--- src/rtl/dp_alu_pkg.sv ---
package dp_alu_pkg;

   typedef enum logic [3:0] {
      OP_ADD   = 4'd0,
      OP_ADDC  = 4'd1,
      OP_SUB   = 4'd2,
      OP_SUBC  = 4'd3,
      OP_RSUB  = 4'd4,
      OP_RSUBC = 4'd5,
      OP_AND   = 4'd6,
      OP_OR    = 4'd7,
      OP_XOR   = 4'd8,
      OP_ORNOT = 4'd9,
      OP_CLR   = 4'd10,
      OP_BSWAP = 4'd11,
      OP_HSWAP = 4'd12,
      OP_HSEXT = 4'd13,
      OP_RSV14 = 4'd14,
      OP_RSV15 = 4'd15
   } alu_op_e;

   typedef struct packed {
      logic n;
      logic z;
      logic c;
      logic v;
   } alu_flags_t;

   function automatic logic op_is_arith(alu_op_e op);
      return (op inside {OP_ADD, OP_ADDC, OP_SUB, OP_SUBC, OP_RSUB, OP_RSUBC});
   endfunction

   function automatic logic op_is_bitwise(alu_op_e op);
      return (op inside {OP_AND, OP_OR, OP_XOR, OP_ORNOT, OP_CLR});
   endfunction

   function automatic logic op_is_reorder(alu_op_e op);
      return (op inside {OP_BSWAP, OP_HSWAP, OP_HSEXT});
   endfunction

endpackage

--- src/rtl/dp_alu_adder.sv ---
module dp_alu_adder
   import dp_alu_pkg::*;
#(
   parameter int W        = 32,
   parameter int ADD_IMPL = 0
)(
   input  alu_op_e        op,
   input  logic [W-1:0]   a,
   input  logic [W-1:0]   b,
   input  logic           cin,
   output logic [W-1:0]   sum,
   output logic           c_out,
   output logic           v_out
);

   logic [W-1:0] x;
   logic [W-1:0] y;
   logic         k;

   // operand steering: subtraction is x + ~y + (1 - borrow)
   always_comb begin
      x = a;
      y = b;
      k = 1'b0;
      case (op)
         OP_ADD:   begin x = a; y = b;  k = 1'b0; end
         OP_ADDC:  begin x = a; y = b;  k = cin;  end
         OP_SUB:   begin x = a; y = ~b; k = 1'b1; end
         OP_SUBC:  begin x = a; y = ~b; k = cin;  end
         OP_RSUB:  begin x = b; y = ~a; k = 1'b1; end
         OP_RSUBC: begin x = b; y = ~a; k = cin;  end
         default:  begin x = a; y = b;  k = 1'b0; end
      endcase
   end

   generate
      if (ADD_IMPL == 0) begin : g_behav
         logic [W:0] full;
         assign full  = {1'b0, x} + {1'b0, y} + {{W{1'b0}}, k};
         assign sum   = full[W-1:0];
         assign c_out = full[W];
         assign v_out = (x[W-1] == y[W-1]) && (full[W-1] != x[W-1]);
      end else begin : g_ripple
         logic [W:0] cy;
         assign cy[0] = k;
         for (genvar i = 0; i < W; i++) begin : g_bit
            assign sum[i]  = x[i] ^ y[i] ^ cy[i];
            assign cy[i+1] = (x[i] & y[i]) | (cy[i] & (x[i] ^ y[i]));
         end
         assign c_out = cy[W];
         assign v_out = cy[W] ^ cy[W-1];
      end
   endgenerate

endmodule

--- src/rtl/dp_alu_bitwise.sv ---
module dp_alu_bitwise
   import dp_alu_pkg::*;
#(
   parameter int W = 32
)(
   input  alu_op_e        op,
   input  logic [W-1:0]   a,
   input  logic [W-1:0]   b,
   output logic [W-1:0]   y
);

   always_comb begin
      case (op)
         OP_AND:   y = a & b;
         OP_OR:    y = a | b;
         OP_XOR:   y = a ^ b;
         OP_ORNOT: y = a | ~b;
         OP_CLR:   y = a & ~b;
         default:  y = '0;
      endcase
   end

endmodule

--- src/rtl/dp_alu_byterev.sv ---
module dp_alu_byterev
   import dp_alu_pkg::*;
#(
   parameter int W = 32
)(
   input  alu_op_e        op,
   input  logic [W-1:0]   a,
   output logic [W-1:0]   y
);

   localparam int NBYTES = W / 8;
   localparam int NHALF  = W / 16;

   logic [W-1:0] word_sw;
   logic [W-1:0] half_sw;
   logic [W-1:0] low_sx;

   generate
      for (genvar i = 0; i < NBYTES; i++) begin : g_word
         assign word_sw[8*i +: 8] = a[8*(NBYTES-1-i) +: 8];
      end
      for (genvar h = 0; h < NHALF; h++) begin : g_half
         assign half_sw[16*h +: 8]     = a[16*h + 8 +: 8];
         assign half_sw[16*h + 8 +: 8] = a[16*h +: 8];
      end
      if (W > 16) begin : g_ext
         assign low_sx = {{(W-16){a[7]}}, a[7:0], a[15:8]};
      end else begin : g_noext
         assign low_sx = {a[7:0], a[15:8]};
      end
   endgenerate

   always_comb begin
      case (op)
         OP_BSWAP: y = word_sw;
         OP_HSWAP: y = half_sw;
         OP_HSEXT: y = low_sx;
         default:  y = '0;
      endcase
   end

endmodule

--- src/rtl/dp_alu.sv ---
module dp_alu
   import dp_alu_pkg::*;
#(
   parameter int DATA_W   = 32,
   parameter int ADD_IMPL = 0,
   parameter bit REV_EN   = 1'b1
)(
   input  logic              clk,
   input  logic              rst,
   input  logic              in_valid,
   input  logic [3:0]        opcode,
   input  logic [DATA_W-1:0] op_a,
   input  logic [DATA_W-1:0] op_b,
   input  logic              carry_in,
   input  logic              shift_carry,
   input  logic              set_flags,
   output logic              out_valid,
   output logic [DATA_W-1:0] result,
   output logic              flag_n,
   output logic              flag_z,
   output logic              flag_c,
   output logic              flag_v
);

   localparam int MSB = DATA_W - 1;

   generate
      if (DATA_W < 16 || (DATA_W % 16) != 0) begin : g_bad_width
         $error("dp_alu: DATA_W must be a multiple of 16");
      end
      if (ADD_IMPL != 0 && ADD_IMPL != 1) begin : g_bad_impl
         $error("dp_alu: ADD_IMPL must be 0 or 1");
      end
   endgenerate

   alu_op_e     op_e;
   logic [MSB:0] arith_y;
   logic [MSB:0] bit_y;
   logic [MSB:0] rev_y;
   logic         arith_c;
   logic         arith_v;
   logic         sel_arith;
   logic         sel_bit;
   logic         sel_rev;
   logic         legal;
   logic [MSB:0] res_d;
   alu_flags_t   flags_q;
   alu_flags_t   flags_d;

   assign op_e = alu_op_e'(opcode);

   dp_alu_adder #(.W(DATA_W), .ADD_IMPL(ADD_IMPL)) adder_i (
      .op    (op_e),
      .a     (op_a),
      .b     (op_b),
      .cin   (carry_in),
      .sum   (arith_y),
      .c_out (arith_c),
      .v_out (arith_v)
   );

   dp_alu_bitwise #(.W(DATA_W)) bitwise_i (
      .op (op_e),
      .a  (op_a),
      .b  (op_b),
      .y  (bit_y)
   );

   generate
      if (REV_EN) begin : g_rev
         dp_alu_byterev #(.W(DATA_W)) byterev_i (
            .op (op_e),
            .a  (op_a),
            .y  (rev_y)
         );
         assign sel_rev = op_is_reorder(op_e);
      end else begin : g_norev
         assign rev_y   = '0;
         assign sel_rev = 1'b0;
      end
   endgenerate

   assign sel_arith = op_is_arith(op_e);
   assign sel_bit   = op_is_bitwise(op_e);
   assign legal     = sel_arith | sel_bit | sel_rev;

   always_comb begin
      if (sel_arith)    res_d = arith_y;
      else if (sel_bit) res_d = bit_y;
      else if (sel_rev) res_d = rev_y;
      else              res_d = '0;
   end

   always_comb begin
      flags_d = flags_q;
      if (set_flags && legal) begin
         flags_d.n = res_d[MSB];
         flags_d.z = (res_d == '0);
         if (sel_arith) begin
            flags_d.c = arith_c;
            flags_d.v = arith_v;
         end else begin
            flags_d.c = shift_carry;
         end
      end
   end

   always_ff @(posedge clk) begin
      if (rst) begin
         out_valid <= 1'b0;
         result    <= '0;
         flags_q   <= '0;
      end else begin
         out_valid <= in_valid;
         if (in_valid) begin
            result  <= res_d;
            flags_q <= flags_d;
         end
      end
   end

   assign flag_n = flags_q.n;
   assign flag_z = flags_q.z;
   assign flag_c = flags_q.c;
   assign flag_v = flags_q.v;

endmodule

--- config.mk ---
export PLATFORM = sky130hd
export DESIGN_NAME = dp_alu
export DESIGN_NICKNAME = d
export VERILOG_FILES = /design/src/rtl/dp_alu_pkg.sv /design/src/rtl/dp_alu_adder.sv /design/src/rtl/dp_alu_bitwise.sv /design/src/rtl/dp_alu_byterev.sv /design/src/rtl/dp_alu.sv
export SDC_FILE = /design/constraint.sdc
export NUM_CORES = 1
export LEC_CHECK = 0
export BUFFER_PORTS_ARGS = -buffer_cell sky130_fd_sc_hd__buf_2
export CORE_MARGIN = 2
export CORE_UTILIZATION = 35
export CTS_BUF_LIST = sky130_fd_sc_hd__clkbuf_4
export CTS_CLUSTER_SIZE = 28
export DETAILED_ROUTE_END_ITERATION = 16
export SETUP_SLACK_MARGIN = 0.05
export SYNTH_ARGS = -nofsm -noshare
export SYNTH_HDL_FRONTEND = slang
export SYNTH_SLANG_ARGS = --single-unit
--- constraint.sdc ---
create_clock -name clk -period 6.2 [get_ports clk]
set_clock_uncertainty 0.05 [all_clocks]
set_input_delay 0.93 -clock clk [delete_from_list [all_inputs] [get_ports clk]]
set_output_delay 0.93 -clock clk [all_outputs]
set_load 0.01 [all_outputs]
==> results.cfg <==
[sta]
report.final.slew_viol_count = 0
layout_setup_ws_ns = 1.106
rsz0062_at_grt = false
worstMarginPinSlew_ns = 1.187
period_minus_slack_ns = 5.094
setup_viol = 0
worst_hold_slack_ns = 0.4157
final.period_utilization = 0.8216
report.final.hold_viol_count = 0
fmax_mhz = 196.3
totalNegativeSetupSlack_ns = 0
relSlewSlack = 0.2085

[place]
place_worst_setup_slack_ns = 0.8434
routability_congestion_estimate = 1.056
io_buffers = 110
hpwl_dp_um = 22330

[route]
vias = 8521
totalWireLength_um = 29230
wire_per_inst_um = 20.91
count_of_nets_left_with_antenna_violations_after_detail_routing = 0
firstDrtPassIters = 6
dr.first_iter.drc_count = 1317
route.detailed.vias_per_inst = 6.095
drt_drc_violations_left = 0

[finish]
register_area_um2 = 740.7
antennaDiodeCount = 0
layout_overhead_on_the_synthesized_area_pct = 8.723
multi_input_area_mm2 = 0.005708
nNetsFinal = 1241
nFillCells = 2158
layout-drive-gt1-share = 0.1439

[yosys]
synthesis.nets = 1203
sequential_element_share_of_the_synthesized_area = 0.1065
synthesis.area_mm2 = 0.006957
ys_seq_elements = 37
post_synth_and_or_nand_nor_area_fraction = 0.3020
synth.top_cell.area_share = 0.1068
synth.area.mux_share = 0.02194
warning_count_from_the_yosys_run = 0
synthesis.instances = 1096
synth_compound_gate_area_share = 0.3592
synth_top_family_by_area = compound AO/OA/AOI/OAI gates
synthTopCellsByArea = nand2_1, dfxtp_1, o21ai_0
netlist.top_cell.by_area = nand2_1
netlist-cell-type-count = 85
yosys_most_used_dff = dfxtp_1
yosys.area_share.adder = 0.08058
synth.avg_cell_area_um2 = 6.347
xor_xnor_portion_of_the_synthesized_cell_area = 0.05540
postSynth.asyncResetShare = 0
synth_edf_count = 0

[power_and_ir_drop]
p_total_uw = 1197
power.density_mw_per_mm2 = 158.2
sequential_power_share = 0.225
cellLeakagePower_uw = 0.003044
p_int_uw = 586.8
combinationalPowerShare = 0.681
power.switching_uw = 609.9
switching_share = 0.5096
irDropWorstVdd_uv = 72.14
clock_group_share_of_total_power = 0.094

[floorplanning]
die_area_mm2 = 0.02102
core_region_area_mm2 = 0.01946
io_pins = 111
chip_width_um = 145.0
start_util = 0.3574
die_h_um = 145.0
std_cell_rows = 51

[worst_hold_path]
hold_class = reg -> reg
worst_hold_startpoint = result[31]$_SDFFE_PP0P_

[clocking]
cts_max_path_buffers = 2
tritoncts = built
clockRootBuffer = clkbuf_4
clk_pin_slew_worst_paths_ns = 0.10
cts-hold-fix-buffers = 0
tritoncts.num_buffers = 5
postCtsSetupBuffers = 0
cts.repair.resized = 0
clkLatencyLatePin_ns = 0.33
cts.htree.levels = 2
clock_sink_count = 37

[worst_setup_path]
timing.critical_path.cells = buf_2 -> nand2b_1 -> or2_2 -> mux2i_1 -> fa_1 -> inv_1 -> fa_1 -> a211oi_1 -> o21ai_1 -> a211oi_1 -> a211oi_1 -> nand2b_1 -> a21oi_1 -> nand4_1 -> nor4_1 -> nand4b_1 -> o31ai_2
cp_required_ns = 6.41
worst_ep_arrival_time_ns = 5.30
critPathLaunchType = input port
worstSetupEndpointType = flip-flop
source_of_the_worst_register_to_register_timing_path = result[2]$_SDFFE_PP0P_
critical_path.max_stage_delay_ns = 0.49
cell_with_the_largest_stage_delay_on_the_worst_path = fa_1
cp-startpoint = opcode[2]
worst-path-max-fanout = 18
critical_path_class = in -> reg
critical_path.most_common_cell = a211oi_1

[global_routing]
maximum_number_of_pins_on_one_net_before_global_route_repair = 79
via_count_of_the_first_global_routing_pass = 7638
grt_pass1_wl_um = 44920
antenna_found_initial = 1
grt_usage = 0.2662
global_route.overflow_total = 0

[flow_run]
cap_viol_max_count = 0

[outcome]
run_status = complete, no violations
[layout by cell type (no fill, tap or decap), drive strengths merged, types with 11 or more instances in the layout]
master / count
a21oi: 96
o22ai: 23
nor2: 104
o21ai: 128
xnor2: 33
nor2b: 33
nor3: 21
mux2i: 13
buf: 126
ha: 31
nand2: 199
inv: 17
nand4: 15
xor2: 11
a211oi: 32
maj3: 13
dfxtp: 37
nand3: 17
nand2b: 12
[logic make-up after synthesis]
family | Yosys count
simple gates | 452
compound gates | 389
buf+inv | 113
flops | 37
fa+ha+maj | 46
xor+xnor | 44
mux | 15
[worst max-delay path: cells and delay by family]
kind,cells,cell delay [ns]
compound gates,6,1.57
simple gates,6,1.46
fa+ha+maj,2,0.73
buf+inv,2,0.39
mux,1,0.21
[synth_stat cells, types with 20 or more instances]
library cell	number
ha_1	31
buf_2	26
nor2b_1	32
o21ai_0	126
xnor2_1	33
o22ai_1	23
dfxtp_1	37
nand2_1	198
a21oi_1	94
nor2_1	104
clkbuf_1	47
nor3_1	20
a211oi_1	32
[area by class of cell]
| cell class | instances | share of cell area |
|---|---|---|
| multi-input cells | 946 | 0.7547 |
| flip-flops and latches | 37 | 0.09793 |
| repair buffers | 126 | 0.08900 |
| well taps | 265 | 0.04384 |
| inverters | 18 | 0.008933 |
| clock buffers | 5 | 0.004963 |
| clock inverters | 1 | 0.0006617 |
[power by group through the flow]
stage | combinational, µW | clock, µW | sequential (µW)
2_1_floorplan | 534 | 0 | 285
3_3_place_gp | 784 | 0 | 276
3_5_place_dp | 787 | 0 | 275
4_1_cts | 791 | 116 | 270
5_1_grt | 879 | 124 | 273
6_report | 815 | 112 | 270
[metal layers]
metal | vias up | GRT usage | share of wire
met3 | 61 | 0.06761 | 0.12
met2 | 535 | 0.3907 | 0.41
li1 | 4050 | - | -
met4 | 0 | 0.07178 | 0.027
met5 | - | 0 | 0
met1 | 3875 | 0.3837 | 0.44
[state kept, by name, summed over array words and instances (netlist names)]
name and flops:
flag_c 1, flag_n 1, flag_v 1, flag_z 1, out_valid 1, result 32
[final timing paths]
| path | to | slack (ns) | cells past startpoint |
|---|---|---|---|
| worst max-delay path | flag_z$_SDFFE_PP0P_ | 1.11 | 17 |
| worst min-delay path | result[31]$_SDFFE_PP0P_ | 0.42 | 2 |
| worst max register to register | result[2]$_SDFFE_PP0P_ | 5.45 | 2 |
| worst min register to register | result[31]$_SDFFE_PP0P_ | 0.42 | 2 |
[stage by stage]
| step | instances | area [µm²] | utilization |
|---|---|---|---|
| floorplan | 1096 | 6957 | - |
| global placement | 1392 | 7521 | 0.3864 |
| detailed placement | 1392 | 7521 | 0.3864 |
| CTS | 1398 | 7564 | 0.3886 |
| global route | 1398 | 7564 | 0.3886 |
| finish | 1398 | 7564 | 0.3886 |
Power figures use the tool's default switching activity.
